`config.mk`:
```
export PLATFORM = sky130hd
export DESIGN_NAME = word_serializer
export DESIGN_NICKNAME = d
export VERILOG_FILES = /design/src/rtl/wser_pkg.sv /design/src/rtl/wser_strobe_capture.sv /design/src/rtl/wser_slot_timer.sv /design/src/rtl/wser_frame_shifter.sv /design/src/rtl/word_serializer.sv
export SDC_FILE = /design/constraint.sdc
export NUM_CORES = 1
export LEC_CHECK = 0
export ABC_AREA = 1
export ABC_CLOCK_PERIOD_IN_PS = 1550
export BUFFER_PORTS_ARGS = -buffer_cell sky130_fd_sc_hd__buf_2
export CAP_MARGIN = 20
export CELL_PAD_IN_SITES_DETAIL_PLACEMENT = 1
export CELL_PAD_IN_SITES_GLOBAL_PLACEMENT = 2
export CORE_MARGIN = 2
export CORE_UTILIZATION = 30
export CTS_CLUSTER_SIZE = 16
export DETAILED_ROUTE_END_ITERATION = 16
export MAX_ROUTING_LAYER = met4
export PLACE_DENSITY = 0.85
export SLEW_MARGIN = 20
export SYNTH_ARGS = -nofsm -noshare
export SYNTH_HDL_FRONTEND = slang
export SYNTH_SLANG_ARGS = --single-unit
```
`constraint.sdc`:
```
create_clock -name clk -period 1.55 [get_ports clk]
set_input_delay 0.0775 -clock clk [delete_from_list [all_inputs] [get_ports clk]]
set_output_delay 0.0775 -clock clk [all_outputs]
set_load 0.03 [all_outputs]
```
`src/rtl/wser_pkg.sv`:
```
package wser_pkg;
  parameter int DATA_W_DEF = 22;
  parameter int SIDE_W_DEF = 2;
  parameter int MARK_W_DEF = 2;
endpackage

```
`src/rtl/wser_strobe_capture.sv`:
```
// Rising-edge detection on the strobe plus a single pending-word slot.
module wser_strobe_capture #(
  parameter int W = 24
) (
  input  logic         clk,
  input  logic         rst_n,
  input  logic         en,
  input  logic         strobe,
  input  logic [W-1:0] word_i,
  input  logic         pop,
  output logic [W-1:0] hold_word,
  output logic         hold_full,
  output logic         ovr
);
  logic strb_q;
  logic rise;

  assign rise = en & strobe & ~strb_q;

  always_ff @(posedge clk or negedge rst_n) begin
    if (!rst_n) begin
      strb_q    <= 1'b0;
      hold_word <= '0;
      hold_full <= 1'b0;
      ovr       <= 1'b0;
    end else if (!en) begin
      strb_q    <= 1'b0;
      hold_word <= '0;
      hold_full <= 1'b0;
      ovr       <= 1'b0;
    end else begin
      strb_q <= strobe;
      if (rise) begin
        if (!hold_full || pop) begin
          hold_word <= word_i;
          hold_full <= 1'b1;
        end else begin
          ovr <= 1'b1;
        end
      end else if (pop) begin
        hold_full <= 1'b0;
      end
    end
  end
endmodule

```
`src/rtl/wser_slot_timer.sv`:
```
// Turns the bit-rate tick into slot pulses, halving the rate when asked.
module wser_slot_timer (
  input  logic clk,
  input  logic rst_n,
  input  logic en,
  input  logic half,
  input  logic bit_tick,
  output logic slot
);
  logic div_q;

  always_ff @(posedge clk or negedge rst_n) begin
    if (!rst_n)            div_q <= 1'b0;
    else if (!en || !half) div_q <= 1'b0;
    else if (bit_tick)     div_q <= ~div_q;
  end

  assign slot = en & bit_tick & (~half | div_q);
endmodule

```
`src/rtl/wser_frame_shifter.sv`:
```
// Emits marker + payload LSB first, one bit per slot; zero fill otherwise.
module wser_frame_shifter #(
  parameter int PAY_W  = 24,
  parameter int MARK_W = 2
) (
  input  logic             clk,
  input  logic             rst_n,
  input  logic             en,
  input  logic             slot,
  input  logic             word_ready,
  input  logic [PAY_W-1:0] word_in,
  output logic             pop,
  output logic             busy,
  output logic             sd,
  output logic             sc
);
  localparam int FRAME_W = PAY_W + MARK_W;
  localparam int CNT_W   = $clog2(FRAME_W + 1);
  localparam logic [MARK_W-1:0] MARKER = MARK_W'(1);

  logic [FRAME_W-1:0] sh_q;
  logic [CNT_W-1:0]   cnt_q;
  logic [FRAME_W-1:0] frame;

  assign frame = {word_in, MARKER};
  assign busy  = (cnt_q != '0);
  assign pop   = slot & ~busy & word_ready;

  always_ff @(posedge clk or negedge rst_n) begin
    if (!rst_n) begin
      sh_q  <= '0;
      cnt_q <= '0;
      sd    <= 1'b0;
      sc    <= 1'b0;
    end else if (!en) begin
      sh_q  <= '0;
      cnt_q <= '0;
      sd    <= 1'b0;
      sc    <= 1'b0;
    end else if (slot) begin
      sc <= ~sc;
      if (busy) begin
        sd    <= sh_q[0];
        sh_q  <= sh_q >> 1;
        cnt_q <= cnt_q - 1'b1;
      end else if (word_ready) begin
        sd    <= frame[0];
        sh_q  <= frame >> 1;
        cnt_q <= CNT_W'(FRAME_W - 1);
      end else begin
        sd <= 1'b0;
      end
    end
  end
endmodule

```
`src/rtl/word_serializer.sv`:
```
module word_serializer #(
  parameter int DATA_W = wser_pkg::DATA_W_DEF,
  parameter int SIDE_W = wser_pkg::SIDE_W_DEF,
  parameter int MARK_W = wser_pkg::MARK_W_DEF
) (
  input  logic              clk,
  input  logic              rst_n,
  input  logic              enable,
  input  logic              half_rate,
  input  logic              bit_tick,
  input  logic              strobe,
  input  logic [DATA_W-1:0] word_data,
  input  logic [SIDE_W-1:0] word_side,
  output logic              ser_data,
  output logic              ser_clk,
  output logic              ser_oe,
  output logic              idle,
  output logic              overrun
);
  localparam int PAY_W = DATA_W + SIDE_W;

  logic [PAY_W-1:0] hold_word;
  logic             hold_full;
  logic             pop;
  logic             busy;
  logic             slot;

  wser_strobe_capture #(.W(PAY_W)) u_cap (
    .clk(clk), .rst_n(rst_n), .en(enable), .strobe(strobe),
    .word_i({word_side, word_data}), .pop(pop),
    .hold_word(hold_word), .hold_full(hold_full), .ovr(overrun)
  );

  wser_slot_timer u_tmr (
    .clk(clk), .rst_n(rst_n), .en(enable), .half(half_rate),
    .bit_tick(bit_tick), .slot(slot)
  );

  wser_frame_shifter #(.PAY_W(PAY_W), .MARK_W(MARK_W)) u_shf (
    .clk(clk), .rst_n(rst_n), .en(enable), .slot(slot),
    .word_ready(hold_full), .word_in(hold_word), .pop(pop),
    .busy(busy), .sd(ser_data), .sc(ser_clk)
  );

  assign ser_oe = enable;
  assign idle   = ~busy & ~hold_full;
endmodule

```
# After elaboration in Yosys (flattened, before gate mapping)
# Index checks and enable logic that the tools add are counted.
[word_totals]
regBits = 61
mem_bits_rw = 0
n_memories = 0
latch_bits = 0
elab_cells = 69
in_bits = 30
out_inout_bits = 5
rom_bits = 0
[op_classes]
reduce_logical = 11
eq_ne = 7
n_bitwise = 14
n_lt_le_gt_ge = 0
div = 0
n_mux = 27
mul = 0
addsub = 1
shifts = 0
[ops]
columns = ["cell", "n"]
rows = [
  ["two-way mux 26 bit", 4],
  ["two-way mux 24 bit", 3],
  ["two-way mux 5 bit", 4],
  ["two-way mux 1 bit", 16],
  ["AND reduction 2 bit", 4],
  ["AND 1 bit", 7],
  ["inequality test 2 x 1 -> 1 bit, second input constant", 3],
  ["inequality test 3 x 1 -> 1 bit, second input constant", 2],
  ["inverter 1 bit", 6],
  ["nonzero test 5 bit", 1],
  ["subtractor 5 x 1 -> 5 bit, second input constant", 1],
  ["logical NOT 1 bit", 3],
  ["inequality test 3 bit, second input constant", 1],
  ["logical OR 1 bit", 2],
  ["inequality test 2 bit, second input constant", 1],
  ["nonzero test 2 bit", 1],
  ["bitwise OR 1 bit", 1],
]

# Longest topological paths before layout
[logic_depth]
word_depth = 9
mapped_depth = 10

# Cells and area by module
# Synthesis repeated with hierarchy kept, for this count alone.
[unflattened]
cells_unflattened = 386
hier_area_um2 = 3007.9
[by_module_without_submodules]
columns = ["module", "area_per_inst_um2", "instances", "cells_each"]
rows = [
  ["wser_frame_shifter", 1868.0, 1, 256],
  ["wser_strobe_capture", 1066.0, 1, 118],
  ["wser_slot_timer", 62.6, 1, 10],
  ["word_serializer", 11.3, 1, 2],
]

# Worst setup path before layout
# OpenSTA, ideal clock, no wires.
[synth_timing]
kind = "reg2reg"
startpoint = "register u_shf.cnt_q[0]"
endpoint = "register u_cap.hold_word[1]"
arrival_ns = 1.411
setup_slack_ns = 0.022
stages_incl_launch_ff = 10
required_ns = 1.434
path_cell_list = "dfrtp_1 inv_1 ha_1 clkbuf_2 nand3_2 o21bai_4 nand2_2 buf_6 nand2_1 nand2_1"
[synth_between]
elab_chain_cells = 7
[synth_lines]
columns = ["element", "line", "rtl"]
rows = [
  ["from (decl)", "wser_frame_shifter.sv:22", "logic [CNT_W-1:0] cnt_q;"],
  ["from (signal assigned)", "wser_frame_shifter.sv:45", "cnt_q <= cnt_q - 1'b1;"],
  ["from (signal assigned)", "wser_frame_shifter.sv:49", "cnt_q <= CNT_W'(FRAME_W - 1);"],
  ["nonzero test 5 bit", "wser_frame_shifter.sv:26", "assign busy = (cnt_q != '0);"],
  ["inverter 1 bit", "wser_frame_shifter.sv:27", "assign pop = slot & ~busy & word_ready;"],
  ["AND 1 bit (2 in series)", "wser_frame_shifter.sv:27", ""],
  ["logical OR 1 bit", "wser_strobe_capture.sv:34", "if (!hold_full || pop) begin"],
  ["inequality test 2 x 1 -> 1 bit (no source line)", "--", ""],
  ["AND reduction 2 bit (no source line)", "--", ""],
  ["to (signal assigned)", "wser_strobe_capture.sv:35", "hold_word <= word_i;"],
  ["to (decl)", "wser_strobe_capture.sv:11", "output logic [W-1:0] hold_word,"],
]
# Every way passes these cells.
# A chain may end at the register's enable or synchronous reset.

# Worst setup path in the final report
[layout_timing]
startpoint = "register u_shf.cnt_q[0]"
endpoint = "register u_shf.cnt_q[1]"
[layout_between]
elab_chain_cells = 4
word_cells_on_any_way = 7
cone_classes = "add/sub (1); eq/ne (1); mux (3); reduce/logical (2)"
[layout_lines]
columns = ["element", "line", "rtl"]
rows = [
  ["subtractor 5 x 1 -> 5 bit or nonzero test 5 bit (tied branches)", "wser_frame_shifter.sv:45, wser_frame_shifter.sv:26", ""],
  ["two-way mux 5 bit", "wser_frame_shifter.sv:42", "if (busy) begin"],
  ["two-way mux 5 bit", "wser_frame_shifter.sv:40", "end else if (slot) begin"],
  ["two-way mux 5 bit", "wser_frame_shifter.sv:35", "end else if (!en) begin"],
]
# Several ways; a longest one is shown, not always the timed one. The select of a mux whose other input is x is not followed.

==> run_results.csv <==
group,metric,value,unit
sta,grt_setup_unrepaired,"yes",
sta,slew_headroom,0.6552,
global_routing,globalRouteTotalUtil,0.1550,
clock_tree,root_buffer,"clkbuf_8",
setup_path,cp-end-kind,"register",
logic_synthesis,synth_ff_type,"dfrtp_1",
min_path,hold_path.class,"in2reg",
sta,finalHoldViolCount,0,
logic_synthesis,synth_area_per_cell,7.384,um2
setup_path,critPathMaxFanout,5,
routing,vias_per_cell,4.622,
routing,wl,8.052,mm
cells_and_area,fin_nets,496,
logic_synthesis,synth_area,3079,um2
logic_synthesis,async_reset_ff_frac,1.000,
cells_and_area,antenna_cells,0,
logic_synthesis,ys_warn_count,0,
cells_and_area,fin_cells,601,
routing,drt-wirelength-per-cell,13.40,um
cells_and_area,finish.utilization,0.3923,
logic_synthesis,yosysTopAreaCell,"dfrtp_1",
power_and_ir_drop,ir_drop,0.6078,mV
setup_path,crit_arrival,1.84,ns
floorplan,die_h,105.3,um
routing,drt_first_pass_iters,4,
sta,setup_violations,4,
clock_tree,clock_latency,0.34,ns
run_status,failed_checks,"negative setup slack",
cells_and_area,syn_to_final_growth,25.68,%
floorplan,core_region_area,9864,um2
floorplan,num_rows,36,
routing,drc_errors,0,
routing,ant_nets,0,
global_routing,antenna_found_initial,0,
logic_synthesis,synth_cell_types,22,
run_status,outcome,"finished with violations",
cells_and_area,multi_input_area,1323,um2
placed_design,hpwl,5.215,mm
global_routing,grt_overflow_total,0,
floorplan,initial_core_util,0.3122,
cells_and_area,regArea,1501,um2
logic_synthesis,seq_area_frac_synth,0.4876,
clock_tree,cts_made_buffers,9,
setup_path,path_class,"reg2reg",
setup_path,worstPathRequired,1.82,ns
logic_synthesis,synth-edff-count,0,
placed_design,dp_cells,576,
flow_run,maxCapViolations,0,
floorplan,dieArea,11090,um2
sta,fin_crit_sh,1.013,
global_routing,grt_pass1_wl,13.63,mm
floorplan,io_pins,35,
power_and_ir_drop,powerDensity,1377,nW/um2
logic_synthesis,yosys-top-cells-count,"185 x nand2_1, 77 x nand3_1, 60 x dfrtp_1",
logic_synthesis,synth_top_area_frac,0.4876,
sta,fin_crit,1.571,ns
logic_synthesis,ys_ff_latch,60,
clock_tree,cts_tree,"built",
power_and_ir_drop,power.leakage,2.250,nW
logic_synthesis,synthTopCellsByArea,"dfrtp_1 49%, nand2_1 23%, nand3_1 13%",
sta,worst_slack,-0.02061,ns
clock_tree,cts_max_level,3,
cells_and_area,fillers,1199,
clock_tree,clk_path_buf_depth,2,
global_routing,grt_pass1_vias,2869,
sta,finalClockSkew,0.009489,ns
cells_and_area,postLayoutCellArea,3870,um2
power_and_ir_drop,power.total,5.330,mW
global_routing,grt_max_degree,76,
sta,report.final.slew_viol_count,0,
logic_synthesis,netlist_instances,417,
sta,worst_pin_slew,0.5172,ns
routing,drt_iter0_markers,81,
floorplan,die_x,105.3,um
clock_tree,cts_sinks,60,
placed_design,io_buffers,34,
cells_and_area,drive_gt1_frac,0.2009,
logic_synthesis,yosysMostFrequentCell,"nand2_1",
clock_tree,clk_pin_slew,0.06,ns
placed_design,gp_congestion,0.7552,
sta,setup_tns,-0.03731,ns
routing,vias,2778,
placed_design,dpl_cell_area,3467,um2
logic_synthesis,synth_nets,448,
placed_design,dpl_worst_slack,-0.1471,ns
sta,max_freq,636.7,MHz
sta,hold_ws,0.01298,ns
setup_path,critPathLaunchType,"register",
==> cell usage in the layout (no fill, tap or decap), types with 4 or more instances in the layout <==
cell type / synthesis / routed
nand2_1: 185 / 183
nand3_1: 77 / 74
dfrtp_1: 60 / 60
inv_1: 38 / 34
buf_2: 9 / 33
buf_4: 6 / 14
clkbuf_8: 0 / 11
buf_12: 0 / 6
nand4_1: 5 / 5
nand2_2: 4 / 5
nor2_1: 5 / 5
inv_2: 1 / 4
o21ai_0: 8 / 4
buf_6: 4 / 4
==> repair_timing <==
action / CTS / global route
setup endpoints to repair: 56 / 55
cloned: 0 / 1
buffers inserted: 3 / 4
pin swaps: 2 / 9
endpoints found under the hold margin: 19 / 0
resized for setup: 9 / 24
hold buffers: 3 / 0
==> cell families after synthesis <==
family          Yosys count  share of synthesized area
compound gates           10                    0.02072
fa+ha+maj                 1                   0.004063
buf+inv                  66                     0.1016
flops                    60                     0.4876
simple gates            280                     0.3860
==> layout make-up <==
class,count,area share
clock inverters,2,0.009053
inverters,39,0.03977
well taps,133,0.04300
repair buffers,64,0.1384
flip-flops and latches,60,0.3880
multi-input cells,291,0.3417
clock buffers,12,0.04009
==> report_power, final <==
group,switching [mW],internal [mW],leakage [nW]
sequential,0.111,1.73,0.807
combinational,1.25,0.834,1.35
clock,0.602,0.811,0.0983
total,1.96,3.37,2.25
==> worst max-delay path, stage by stage, from the launching register on <==
cell and delay (ns):
dfrtp_1 0.39, inv_2 0.08, ha_4 0.15, buf_6 0.09, nand4_1 0.11, buf_4 0.19
nand2_8 0.11, buf_6 0.12, buf_6 0.11, nand3_2 0.08, o21ai_2 0.08
==> path summary, 6_finish.rpt <==
kind / startpoint / endpoint / slack [ns] / cells after the start
max in group asynchronous: rst_n / u_shf.sh_q[24]$_DFFE_PN0P_ / 0.79 / 3
hold / removal: bit_tick / u_tmr.div_q$_DFFE_PN0P_ / 0.01 / 3
setup reg to reg: u_shf.cnt_q[0]$_DFFE_PN0P_ / u_shf.cnt_q[1]$_DFFE_PN0P_ / -0.02 / 10
min in group asynchronous: rst_n / u_shf.sh_q[0]$_DFFE_PN0P_ / 0.24 / 2
setup / recovery: u_shf.cnt_q[0]$_DFFE_PN0P_ / u_shf.cnt_q[1]$_DFFE_PN0P_ / -0.02 / 10
hold reg to reg: u_cap.hold_word[4]$_DFFE_PN0P_ / u_cap.hold_word[4]$_DFFE_PN0P_ / 0.47 / 2
==> metal layers <==
metal / routed length (um) / global-route usage
met4: 100 / 0.06381
met3: 202 / 0.02721
met2: 3949 / 0.2493
met5: 0 / -
met1: 3799 / 0.1931
==> sequential cells by signal, indices dropped and copies added (netlist names) <==
name	count
u_cap.hold_full	1
u_cap.hold_word	24
u_cap.ovr	1
u_cap.strb_q	1
u_shf.cnt_q	5
u_shf.sc	1
u_shf.sd	1
u_shf.sh_q	25
u_tmr.div_q	1
Note: power is estimated with default switching activity, not from simulation.
